==> src/rtl/rsub_pkg.sv <==
package rsub_pkg;

  typedef enum logic [1:0] {
    ST_IDLE = 2'd0,
    ST_CMP  = 2'd1,
    ST_STEP = 2'd2,
    ST_OUT  = 2'd3
  } rsub_state_e;

  // per-cycle register load and steering controls from the FSM
  typedef struct packed {
    logic ld_in;   // capture operands, mux selects the input port
    logic ld_cmp;  // demux routes adder verdict to compare register
    logic ld_sub;  // demux routes adder sum back into register a
    logic ld_fin;  // copy register a into the final-result register
  } rsub_ctl_t;

endpackage

==> src/rtl/rsub_addsub.sv <==
module rsub_addsub #(
  parameter int W = 8
) (
  input  logic [W-1:0] x,
  input  logic [W-1:0] y,
  input  logic         sub,
  output logic [W-1:0] sum,
  output logic         ovf,
  output logic         neg,
  output logic         zero
);
  localparam int MSB = W - 1;

  logic [W-1:0] y_eff;
  logic [W:0]   full;

  // subtraction: inverse of y plus carry-in one
  always_comb begin
    y_eff = sub ? ~y : y;
    full  = {1'b0, x} + {1'b0, y_eff} + {{W{1'b0}}, sub};
  end

  assign sum  = full[W-1:0];
  assign ovf  = (x[MSB] == y_eff[MSB]) && (sum[MSB] != x[MSB]);
  assign neg  = sum[MSB] ^ ovf;
  assign zero = (sum == '0);

  // a_r2_zero_not_neg: an exact zero difference never reads as negative
  always_comb begin
    a_r2_zero_not_neg: assert (!(zero && neg));
  end

endmodule

==> src/rtl/rsub_datapath.sv <==
module rsub_datapath
  import rsub_pkg::*;
#(
  parameter int W = 8
) (
  input  logic         clk,
  input  logic         rst_n,
  input  rsub_ctl_t    ctl,
  input  logic [W-1:0] in_a,
  input  logic [W-1:0] in_b,
  output logic         gt_q,
  output logic [W-1:0] fin_q
);
  logic [W-1:0] a_q;
  logic [W-1:0] b_q;
  logic [W-1:0] sum;
  logic         ovf;
  logic         neg;
  logic         zero;
  logic         gt_now;
  logic [W-1:0] a_mux;
  logic         dmx_to_cmp;
  logic         dmx_to_a;

  rsub_addsub #(.W(W)) u_addsub (
    .x    (a_q),
    .y    (b_q),
    .sub  (1'b1),
    .sum  (sum),
    .ovf  (ovf),
    .neg  (neg),
    .zero (zero)
  );

  // a > b only when the difference is neither negative nor zero
  assign gt_now = !neg && !zero;

  // demultiplexer: one adder result, two destinations
  assign dmx_to_cmp = ctl.ld_cmp;
  assign dmx_to_a   = ctl.ld_sub;

  // multiplexer at the input of register a
  assign a_mux = ctl.ld_in ? in_a : sum;

  always_ff @(posedge clk or negedge rst_n) begin
    if (!rst_n) begin
      a_q   <= '0;
      b_q   <= '0;
      gt_q  <= 1'b0;   // loop selector starts false
      fin_q <= '0;
    end else begin
      if (ctl.ld_in || dmx_to_a) a_q <= a_mux;
      if (ctl.ld_in) begin
        b_q  <= in_b;
        gt_q <= 1'b0;
      end
      if (dmx_to_cmp) gt_q <= gt_now;
      if (ctl.ld_fin) fin_q <= a_q;
    end
  end

  // a_r3_fin_after_false: result captured only after a failed compare
  a_r3_fin_after_false: assert property (@(posedge clk) disable iff (!rst_n)
    ctl.ld_fin |-> !gt_q);

  // a_r1_sub_after_true: a subtraction only follows a passed compare
  a_r1_sub_after_true: assert property (@(posedge clk) disable iff (!rst_n)
    ctl.ld_sub |-> gt_q);

endmodule

==> src/rtl/rsub_ctrl.sv <==
module rsub_ctrl
  import rsub_pkg::*;
(
  input  logic      clk,
  input  logic      rst_n,
  input  logic      in_valid,
  input  logic      out_ready,
  input  logic      gt_q,
  output rsub_ctl_t ctl,
  output logic      in_ready,
  output logic      out_valid
);
  rsub_state_e st_q;
  rsub_state_e st_d;

  always_comb begin
    st_d = st_q;
    ctl  = '0;
    unique case (st_q)
      ST_IDLE: if (in_valid) begin
        ctl.ld_in = 1'b1;
        st_d      = ST_CMP;
      end
      ST_CMP: begin
        ctl.ld_cmp = 1'b1;
        st_d       = ST_STEP;
      end
      ST_STEP: begin
        if (gt_q) begin
          ctl.ld_sub = 1'b1;
          st_d       = ST_CMP;
        end else begin
          ctl.ld_fin = 1'b1;
          st_d       = ST_OUT;
        end
      end
      ST_OUT: if (out_ready) st_d = ST_IDLE;
      default: st_d = ST_IDLE;
    endcase
  end

  always_ff @(posedge clk or negedge rst_n) begin
    if (!rst_n) st_q <= ST_IDLE;
    else        st_q <= st_d;
  end

  assign in_ready  = (st_q == ST_IDLE);
  assign out_valid = (st_q == ST_OUT);

  // a_r4_cmp_then_step: every compare step is followed by a decision step
  a_r4_cmp_then_step: assert property (@(posedge clk) disable iff (!rst_n)
    (st_q == ST_CMP) |=> (st_q == ST_STEP));

  // a_r5_single_phase: at most one register group loads per cycle
  a_r5_single_phase: assert property (@(posedge clk) disable iff (!rst_n)
    $onehot0({ctl.ld_in, ctl.ld_cmp, ctl.ld_sub, ctl.ld_fin}));

endmodule

==> src/rtl/rsub_loop.sv <==
module rsub_loop
  import rsub_pkg::*;
#(
  parameter int W = 8
) (
  input  logic         clk,
  input  logic         rst_n,
  input  logic         in_valid,
  output logic         in_ready,
  input  logic [W-1:0] in_a,
  input  logic [W-1:0] in_b,
  output logic         out_valid,
  input  logic         out_ready,
  output logic [W-1:0] out_data
);
  rsub_ctl_t ctl;
  logic      gt_q;

  rsub_ctrl u_ctrl (
    .clk       (clk),
    .rst_n     (rst_n),
    .in_valid  (in_valid),
    .out_ready (out_ready),
    .gt_q      (gt_q),
    .ctl       (ctl),
    .in_ready  (in_ready),
    .out_valid (out_valid)
  );

  rsub_datapath #(.W(W)) u_dp (
    .clk   (clk),
    .rst_n (rst_n),
    .ctl   (ctl),
    .in_a  (in_a),
    .in_b  (in_b),
    .gt_q  (gt_q),
    .fin_q (out_data)
  );

  // a_r6_hold_result: stalled result keeps valid and data
  a_r6_hold_result: assert property (@(posedge clk) disable iff (!rst_n)
    (out_valid && !out_ready) |=> (out_valid && $stable(out_data)));

  // a_r6_drop_after_take: result leaves after one transfer
  a_r6_drop_after_take: assert property (@(posedge clk) disable iff (!rst_n)
    (out_valid && out_ready) |=> !out_valid);

  // a_r5_busy_after_accept: accepted pair closes the input
  a_r5_busy_after_accept: assert property (@(posedge clk) disable iff (!rst_n)
    (in_valid && in_ready) |=> !in_ready);

  // a_r5_no_overlap: never idle and holding a result together
  a_r5_no_overlap: assert property (@(posedge clk) disable iff (!rst_n)
    !(in_ready && out_valid));

endmodule

==> config.mk <==
export PLATFORM = sky130hd
export DESIGN_NAME = rsub_loop
export DESIGN_NICKNAME = d
export VERILOG_FILES = /design/src/rtl/rsub_pkg.sv /design/src/rtl/rsub_addsub.sv /design/src/rtl/rsub_datapath.sv /design/src/rtl/rsub_ctrl.sv /design/src/rtl/rsub_loop.sv
export SDC_FILE = /design/constraint.sdc
export NUM_CORES = 1
export LEC_CHECK = 0
export ABC_AREA = 1
export BUFFER_PORTS_ARGS = -buffer_cell sky130_fd_sc_hd__clkbuf_2
export CAP_MARGIN = 20
export CORE_UTILIZATION = 40
export CTS_CLUSTER_DIAMETER = 60
export DETAILED_ROUTE_END_ITERATION = 8
export GPL_ROUTABILITY_DRIVEN = 0
export PLACE_DENSITY = 0.64
export REMOVE_ABC_BUFFERS = 1
export SYNTH_ARGS = -nofsm -noshare
export SYNTH_HDL_FRONTEND = slang
export SYNTH_SLANG_ARGS = --single-unit
export TNS_END_PERCENT = 10
==> constraint.sdc <==
create_clock -name clk -period 1.86 [get_ports clk]
set_clock_uncertainty 0.2 [all_clocks]
set_input_delay 0.093 -clock clk [delete_from_list [all_inputs] [get_ports clk]]
set_output_delay 0.093 -clock clk [all_outputs]
set_load 0.01 [all_outputs]
==> metrics.cfg, run 1 <==
[route]
met1Wirelength_um = 1560
drt_iter0_drc = 40
wl_met3_um = 101
wl_met2_um = 1480
antenna_left = 0
vias = 1353
vias_per_cell = 4.54
drc = 0
wire_per_inst_um = 10.6
wl_um = 3150
top_layer = met4
drtPass1Iterations = 4

[clocking]
cts_sinks = 27
cts_buffers = 3
clock_path_buffers = 2
insertion_delay_ns = 0.27
cts_root_buf = clkbuf_8
cts-htree-levels = 1
cts_tree = yes
clk_pin_slew_worst_paths_ns = 0.09

[floorplan]
initial_core_util_pct = 43.7
dieArea_mm2 = 0.00404
boundaryPins = 30
core_region_area_mm2 = 0.00347
die_x_um = 63.5
dieHeight_um = 63.5
std_cell_rows = 21

[grt]
antenna_found_initial = 0
grt_pass1_wl_um = 5650
grt_overflow_total = 0
grt_pass1_vias = 1314
grt_max_degree = 28
grt.total_usage_pct = 17.8

[power_and_ir_drop]
ir_drop_mv = 0.843
total_power_w = 0.00414
p_comb_share_pct = 67.2
power.internal_w = 0.00233
power_frac_clock_pct = 7.8
power_density_mw_per_mm2 = 1960
seq_power_share_pct = 25.0
p_sw_w = 0.00181
leakage_nw = 1.10
netSwitchingFraction_pct = 43.8

[critical_path]
cp_top_family = adder cells
crit_top_cell = nand2_2
startpoint = u_dp.a_q[0]$_DFFE_PN0P_
r2r-start = u_dp.a_q[0]$_DFFE_PN0P_
r2r-end = u_dp.a_q[4]$_DFFE_PN0P_
crit_type = reg2reg
ff2ff_setup_slack_ns = -0.02
end_kind = flip-flop
path_max_fanout = 3
arrival_ns = 1.87
endpoint = u_dp.a_q[4]$_DFFE_PN0P_
cp_slowest_cell = dfrtp_1
cp_num_buf_inv = 4
path_depth = 11
worstRegToRegCells = 11
worstSetupStartpointType = flip-flop
slowest_delay_ns = 0.38
path_cells = inv_2 -> ha_4 -> inv_2 -> fa_2 -> nand2_2 -> nand2_2 -> nand3_1 -> nand2_2 -> buf_4 -> buf_4 -> o221ai_2
worstPathRequired_ns = 1.85

[timing]
timing.final.crit_share_pct = 101
finalMaxSlewViolations = 0
finalCriticalPeriod_ns = 1.88
max_slew.worst_pin.slew_ns = 0.691
tns_ns = -0.0435
rsz0062_at_grt = true
max_freq_ghz = 0.531
setup_viol = 2
holdWs_ns = 0.192
slew_headroom_pct = 53.9
finalHoldViolCount = 0
setup_ws_ns = -0.0227

[synthesis]
netlist_instances = 190
synth_xor_area_share_pct = 0.578
yosys_warnings = 0
avgSynthCellArea_um2 = 7.97
synthAdderAreaFrac_pct = 7.10
synthFlopType = dfrtp_1
synth_edf_count = 0
ys_ff_latch = 27
yosys.area_share.simple_pct = 28.2
ys_types = 26
synth_top_family_by_area = simple AND/OR/NAND/NOR gates
synth_mux_area_share_pct = 0.743
synth_area_mm2 = 0.00152
async_flop_share_pct = 100
synth_compound_area_share_pct = 9.74
yosysSeqAreaShare_pct = 44.6

[finish]
final_common_cell = nand2_1
antennaDiodeCount = 0
most-common-layout-cells = nand2_1 (55), clkbuf_2 (29), dfrtp_1 (27)
nets = 281
fin_cells = 298
drive_above_1_share_pct = 30.6
syn_to_final_growth_pct = 39.3

[flow_run]
cap_violations = 0

[status]
status = finished with violations
violations = setup timing

[placement]
port_buffers = 29
hpwlAfterDp_um = 2250
place_inst = 271
dp_slack_ns = -0.119

[min_path]
hold_class = in2async

==> cell usage after synthesis (2+ instances only) <==
cell	n	area, µm²
nand2_1	61	229
inv_1	30	113
dfrtp_1	27	676
nand3_1	10	50.1
o21ai_1	10	50.1
nor2_1	9	33.8
ha_1	7	87.6
a21oi_1	4	20.0
nand3_2	4	40.0
o21ai_0	4	20.0
o221ai_1	4	35.0
o211ai_1	3	22.5
buf_4	2	15.0
nand2_2	2	12.5
or2_1	2	12.5
==> layout make-up <==
cell class	instances	area (µm²)
clock buffer	4	45.0
fill	351	1360
inverter	31	116
multi-input combinational	129	777
sequential	27	676
tap	46	57.6
timing repair buffer	61	439
==> registers in the layout, indices dropped and copies added (netlist names) <==
name and count:
u_dp.gt_q 1, u_dp.a_q 8, u_dp.b_q 8, u_ctrl.st_q 2
u_dp.fin_q 8
==> through the flow <==
step | utilization (%) | instance area [µm²]
final | 60.9 | 2110
after global routing | 60.9 | 2110
after CTS | 58.9 | 2040
after detailed placement | 50.9 | 1770
after global placement | 50.9 | 1770
after floorplan | - | 1500
==> repair_timing <==
item / 4_1_cts / 5_1_grt
endpoints found under the setup margin: 4 / 5
gates resized for setup: 7 / 15
endpoints found under the hold margin: 45 / 0
pin swaps: 7 / 8
gates cloned: 0 / 0
setup buffers: 2 / 1
hold buffers: 20 / 0
==> power groups by stage <==
stage / Clock (W) / Combinational, W / Sequential, W
finish: 0.000324 / 0.00278 / 0.00104
detailed placement: 0 / 0.00232 / 0.00103
global placement: 0 / 0.00231 / 0.00103
global route: 0.000372 / 0.00315 / 0.00107
CTS: 0.000350 / 0.00251 / 0.00103
floorplan: 0 / 0.00156 / 0.00104
==> worst register-to-register path, stage by stage (launching register included) <==
cell	delay [ns]
dfrtp_1	0.38
inv_2	0.08
ha_4	0.13
inv_2	0.03
fa_2	0.35
nand2_2	0.07
nand2_2	0.06
nand3_1	0.08
nand2_2	0.07
buf_4	0.13
buf_4	0.12
o221ai_2	0.11
==> logic make-up (layout without fill, tap and decap cells) <==
| logic type | after synthesis | after routing |
|---|---|---|
| multiplexers | 1 | 1 |
| adder cells (fa/ha/maj) | 8 | 8 |
| AO/OA/AOI/OAI | 25 | 25 |
| buffers and inverters | 34 | 96 |
| AND/OR/NAND/NOR | 94 | 94 |
| XOR/XNOR | 1 | 1 |
| flip-flops | 27 | 27 |
==> metal layers <==
metal  track usage [%]  up-vias
li1                  -      728
met5                 0        -
met2              30.9       24
met4              2.56        0
met1              22.9      599
met3              3.80        2
==> how the worst min path moves through the flow <==
stage | startpoint | endpoint | slack (ns) | cells after the start
after detailed placement | rst_n | u_dp.b_q[5]$_DFFE_PN0P_ | -0.03 | 1
after floorplan | rst_n | u_ctrl.st_q[0]$_DFFE_PN0P_ | -0.40 | 0
after global placement | rst_n | u_dp.b_q[5]$_DFFE_PN0P_ | -0.04 | 1
after CTS | rst_n | u_dp.b_q[2]$_DFFE_PN0P_ | 0.20 | 2
after global routing | rst_n | u_dp.b_q[3]$_DFFE_PN0P_ | 0.24 | 2
final | rst_n | u_dp.b_q[6]$_DFFE_PN0P_ | 0.19 | 2
(Power assumes the default switching activity.)
==> run 2, diff against run 1 <==
--- a/config.mk
+++ b/config.mk
@@ -12,7 +12,7 @@
 export CTS_CLUSTER_DIAMETER = 60
 export DETAILED_ROUTE_END_ITERATION = 8
 export GPL_ROUTABILITY_DRIVEN = 0
-export PLACE_DENSITY = 0.64
+export PLACE_DENSITY = 0.62
 export REMOVE_ABC_BUFFERS = 1
 export SYNTH_ARGS = -nofsm -noshare
 export SYNTH_HDL_FRONTEND = slang
==> constraint.sdc (replaced) <==
create_clock -name clk -period 2.4 [get_ports clk]
set_clock_uncertainty 0.2 [all_clocks]
set_input_delay 0.12 -clock clk [delete_from_list [all_inputs] [get_ports clk]]
set_output_delay 0.12 -clock clk [all_outputs]
set_load 0.01 [all_outputs]
==> metrics.cfg, run 2 (synthesis gave the netlist of run 1 again) <==
[route]
drc = 0
antenna_left = 0
wl_um = 3120
vias = 1327
wire_per_inst_um = 10.9
drtPass1Iterations = 4
drt_iter0_drc = 41
vias_per_cell = 4.64

[floorplan]
initial_core_util_pct = 43.7
dieArea_mm2 = 0.00404
core_region_area_mm2 = 0.00347
die_x_um = 63.5
std_cell_rows = 21
dieHeight_um = 63.5
boundaryPins = 30

[timing]
finalHoldViolCount = 0
slew_headroom_pct = 55.1
max_slew.worst_pin.slew_ns = 0.674
rsz0062_at_grt = false
setup_viol = 0
timing.final.crit_share_pct = 84.2
finalMaxSlewViolations = 0
max_freq_ghz = 0.495
finalCriticalPeriod_ns = 2.02
tns_ns = 0
setup_ws_ns = 0.378

[clocking]
cts-htree-levels = 1
cts_tree = yes
insertion_delay_ns = 0.27
clock_path_buffers = 2
clk_pin_slew_worst_paths_ns = 0.09
cts_setup_buffers = 0
cts_root_buf = clkbuf_8
cts_sinks = 27
cts_buffers = 3

[power_and_ir_drop]
p_sw_w = 0.00124
leakage_nw = 1.04
power.internal_w = 0.00144
netSwitchingFraction_pct = 46.2
seq_power_share_pct = 29.7
ir_drop_mv = 0.696
p_comb_share_pct = 60.8
power_frac_clock_pct = 9.5
power_density_mw_per_mm2 = 1380

[critical_path]
end_kind = flip-flop
path_max_fanout = 3
cp_num_buf_inv = 2
crit_top_cell = nand2_1
worstSetupStartpointType = flip-flop
cp_top_family = simple AND/OR/NAND/NOR gates
worstRegToRegCells = 14
startpoint = u_dp.a_q[0]$_DFFE_PN0P_
r2r-end = u_dp.gt_q$_DFFE_PN0P_
arrival_ns = 1.99
cp_slowest_cell = fa_1
slowest_delay_ns = 0.40
crit_type = reg2reg
worstPathRequired_ns = 2.37
r2r-start = u_dp.a_q[0]$_DFFE_PN0P_
path_cells = inv_1 -> ha_1 -> inv_1 -> fa_1 -> nand2_1 -> nand2_1 -> nand3_1 -> nand2_1 -> nand2_1 -> nand2_1 -> nor2_1 -> nand2_1 -> nand2_1 -> nand2_1
path_depth = 14
ff2ff_setup_slack_ns = 0.38
endpoint = u_dp.gt_q$_DFFE_PN0P_

[placement]
hpwlAfterDp_um = 2250
port_buffers = 29
dp_slack_ns = 0.395

[finish]
nets = 269
most-common-layout-cells = nand2_1 (61), inv_1 (30), clkbuf_2 (29)
final_common_cell = nand2_1
drive_above_1_share_pct = 18.8
reg_top3 = u_dp.a_q (8), u_dp.b_q (8), u_dp.fin_q (8)
antennaDiodeCount = 0
syn_to_final_growth_pct = 28.2

[grt]
antenna_found_initial = 0
grt_max_degree = 28
grt.total_usage_pct = 17.7
grt_overflow_total = 0
grt_pass1_vias = 1313
grt_pass1_wl_um = 5650

[min_path]
hold_class = in2async

[status]
status = completed

[flow_run]
cap_violations = 0

## run 2: final cells by class
cell class | instances | area (µm²)
Clock buffer | 4 | 45.0
Fill cell | 356 | 1530
Inverter | 31 | 116
Multi-Input combinational cell | 129 | 703
Sequential cell | 27 | 676
Tap cell | 46 | 57.6
Timing Repair Buffer | 49 | 345
## run 2: routing by layer
| metal | vias up | track usage [%] | routed length [µm] |
|---|---|---|---|
| met5 | - | 0 | 0 |
| met4 | 0 | 3.41 | 17 |
| met3 | 2 | 4.35 | 106 |
| met2 | 24 | 29.7 | 1460 |
| met1 | 601 | 23.1 | 1530 |
| li1 | 700 | - | - |
## run 2: worst min-delay path by stage
stage                                 endpoint  slack, ns  depth (start not counted)
finish                 u_dp.b_q[6]$_DFFE_PN0P_       0.21                          2
global placement       u_dp.b_q[6]$_DFFE_PN0P_      -0.02                          1
CTS                    u_dp.b_q[6]$_DFFE_PN0P_       0.23                          2
global route           u_dp.b_q[6]$_DFFE_PN0P_       0.26                          2
detailed placement     u_dp.b_q[6]$_DFFE_PN0P_     -0.008                          1
floorplan           u_ctrl.st_q[0]$_DFFE_PN0P_      -0.38                          0
## run 2: stage by stage
step                      cells  hold WS (ns)  total power [W]  cell area [µm²]  util, %
after floorplan             187        -0.376          0.00202             1500        -
after global routing        286         0.260          0.00300             1940     56.0
after global placement      262       -0.0161          0.00238             1700     49.0
after detailed placement    262      -0.00847          0.00239             1700     49.0
after CTS                   286         0.235          0.00270             1940     56.0
final                       286         0.206          0.00268             1940     56.0
## run 2: power groups by stage
stage / clock network, W / logic (W) / registers [W]
after floorplan: 0 / 0.00121 / 0.000808
after global placement: 0 / 0.00158 / 0.000803
after detailed placement: 0 / 0.00159 / 0.000804
after CTS: 0.000264 / 0.00164 / 0.000796
after global routing: 0.000287 / 0.00189 / 0.000824
final: 0.000255 / 0.00163 / 0.000795
## run 2: what timing repair did
item / in CTS / in global routing
endpoints found under the hold margin: 45 / 0
gates resized for setup: 0 / 0
hold buffers: 20 / 0
==> run 3, diff against run 2 <==
--- a/config.mk
+++ b/config.mk
@@ -5,7 +5,7 @@
 export SDC_FILE = /design/constraint.sdc
 export NUM_CORES = 1
 export LEC_CHECK = 0
-export ABC_AREA = 1
+export ABC_AREA = 0
 export BUFFER_PORTS_ARGS = -buffer_cell sky130_fd_sc_hd__clkbuf_2
 export CAP_MARGIN = 20
 export CORE_UTILIZATION = 40
==> constraint.sdc (replaced) <==
create_clock -name clk -period 1.95 [get_ports clk]
set_clock_uncertainty 0.2 [all_clocks]
set_input_delay 0.0975 -clock clk [delete_from_list [all_inputs] [get_ports clk]]
set_output_delay 0.0975 -clock clk [all_outputs]
set_load 0.01 [all_outputs]
==> metrics.cfg, run 3 <==
[critical_path]
cp_top_family = compound AO/OA/AOI/OAI gates
arrival_ns = 2.18
slowest_delay_ns = 0.38
worstPathRequired_ns = 1.92
cp_num_buf_inv = 3
cp_slowest_cell = dfrtp_1
path_cells = inv_1 -> ha_1 -> inv_1 -> fa_2 -> buf_6 -> a21o_2 -> a21oi_2 -> xnor2_2 -> a211oi_2 -> a32oi_1
crit_type = reg2reg
path_max_fanout = 2
end_kind = flip-flop
crit_top_cell = inv_1
worstSetupStartpointType = flip-flop

[synthesis]
avgSynthCellArea_um2 = 10.2
ys_ff_latch = 27
netlist.top_cell.by_area = dfrtp_1
synth_common_cells = dfrtp_1 (27), nand2_1 (13), o21ai_0 (13)
async_flop_share_pct = 100
synthFlopType = dfrtp_1
synth_area_mm2 = 0.00150
netlist_instances = 147
synth_most_common_cell = dfrtp_1
synth_edf_count = 0
ys_types = 40
synth_area_leaders = dfrtp_1 (45%), mux2_2 (7.5%), ha_1 (5.8%)
yosys_warnings = 0
yosysSeqAreaShare_pct = 45.1
synth_top_area_share_pct = 45.1

[timing]
rsz0062_at_grt = true
tns_ns = -0.613
setup_viol = 6
max_freq_ghz = 0.452
finalHoldViolCount = 0
timing.final.crit_share_pct = 113
finalCriticalPeriod_ns = 2.21
slew_headroom_pct = 54.3
max_slew.worst_pin.slew_ns = 0.686
setup_ws_ns = -0.261
holdWs_ns = 0.175
finalMaxSlewViolations = 0

[grt]
met1_usage_pct = 25.3
grt_overflow_total = 0
grt_pass1_vias = 1364
grt_max_degree = 28
antenna_found_initial = 0
met2_usage_pct = 35.5
grt_pass1_wl_um = 6290
gr-max-usage-layer = met2
use_met3_pct = 2.17
grt.total_usage_pct = 20.2

[floorplan]
initial_core_util_pct = 43.2
die_x_um = 63.2
dieArea_mm2 = 0.00400
dieHeight_um = 63.2
core_region_area_mm2 = 0.00347
std_cell_rows = 21
boundaryPins = 30

[placement]
hpwlAfterDp_um = 2550
dpl_cell_area_mm2 = 0.00187
port_buffers = 29

[route]
vias_per_cell = 5.07
drt_iter0_drc = 85
drc = 0
drtPass1Iterations = 4
vias = 1344
wire_per_inst_um = 13.8
wl_um = 3670
antenna_left = 0

[power_and_ir_drop]
leakage_nw = 1.01
total_power_w = 0.00441
power_density_mw_per_mm2 = 2020
ir_drop_mv = 0.985

[clocking]
cts-htree-levels = 1
insertion_delay_ns = 0.29
clk_pin_slew_worst_paths_ns = 0.10
cts_buffers = 3
cts_root_buf = clkbuf_8
cts_tree = yes
clock_path_buffers = 2
cts_setup_buffers = 0
cts_sinks = 27

[finish]
drive_above_1_share_pct = 37.9
antennaDiodeCount = 0
final_area_mm2 = 0.00219
final_util_pct = 63.0
nets = 248
fillCellCount = 319
final_common_cell = clkbuf_2
reg_top3 = u_dp.a_q (8), u_dp.b_q (8), u_dp.fin_q (8)
syn_to_final_growth_pct = 45.8
most-common-layout-cells = clkbuf_2 (29), dfrtp_1 (27), buf_4 (24)

[flow_run]
cap_violations = 0

[status]
status = finished with violations
violations = setup timing

[min_path]
hold_class = in2async

-- run 3: final timing paths --
check                                            end  cells past startpoint  slack, ns                 startpoint
setup reg to reg               u_dp.gt_q$_DFFE_PN0P_                     10      -0.26    u_dp.a_q[0]$_DFFE_PN0P_
max in group asynchronous    u_dp.b_q[0]$_DFFE_PN0P_                      2       0.93                      rst_n
hold / removal             u_dp.fin_q[6]$_DFFE_PN0P_                      2       0.18                      rst_n
hold reg to reg            u_dp.fin_q[7]$_DFFE_PN0P_                      1       0.32  u_dp.fin_q[7]$_DFFE_PN0P_
min in group clk               u_dp.gt_q$_DFFE_PN0P_                      4       0.18                   in_valid
setup / recovery               u_dp.gt_q$_DFFE_PN0P_                     10      -0.26    u_dp.a_q[0]$_DFFE_PN0P_
-- run 3: report_power, final --
| part | internal, W | switching (W) |
|---|---|---|
| Clock | 0.000146 | 0.000193 |
| Combinational | 0.00164 | 0.00139 |
| Sequential | 0.000839 | 0.000202 |
-- run 3: final cells by class --
| cell class | count | area [µm²] | area share (%) |
|---|---|---|---|
| Clock buffer | 3 | 41.3 | 1.89 |
| Clock inverter | 1 | 7.51 | 0.343 |
| Inverter | 10 | 37.5 | 1.72 |
| Multi-Input combinational cell | 105 | 840 | 38.4 |
| Sequential cell | 27 | 676 | 30.9 |
| Tap cell | 46 | 57.6 | 2.63 |
| Timing Repair Buffer | 73 | 527 | 24.1 |
-- run 3: cell families after synthesis --
| group | count (synthesis) | share of synthesized area [%] |
|---|---|---|
| AOI/OAI and AO/OA | 42 | 18.3 |
| and+or+nand+nor | 39 | 14.4 |
| DFF | 27 | 45.1 |
| buffers and inverters | 15 | 3.92 |
| muxes | 12 | 8.85 |
| adders and majority gates | 8 | 7.18 |
| xor gates and xnor gates | 4 | 2.34 |
-- run 3: metrics by stage --
stage               setup slack, ns  instances
floorplan                    -0.249        142
CTS                          -0.267        265
global placement             -0.321        242
global route                 -0.347        265
detailed placement           -0.378        242
finish                       -0.261        265
-- run 3: what timing repair did --
| action | in CTS | in global routing |
|---|---|---|
| gates resized for setup | 6 | 9 |
| hold buffers | 19 | 0 |
| cloned | 0 | 0 |
| pin swaps | 3 | 5 |
| setup endpoints to repair | 7 | 7 |
| endpoints found under the hold margin | 45 | 0 |
-- run 3: worst reg2reg max path, stage by stage (launching register included) --
cell      delay [ns]
dfrtp_1         0.38
inv_1           0.05
ha_1            0.14
inv_1           0.05
fa_2            0.37
buf_6           0.14
a21o_2          0.18
a21oi_2         0.15
xnor2_2         0.09
a211oi_2        0.20
a32oi_1         0.12
-- run 3: routing by layer --
| metal | share of wire [%] | up-vias |
|---|---|---|
| met2 | 51 | 35 |
| met5 | 0 | - |
| met1 | 44 | 631 |
| met3 | 3.4 | 5 |
| met4 | 1.5 | 0 |
| li1 | - | 673 |
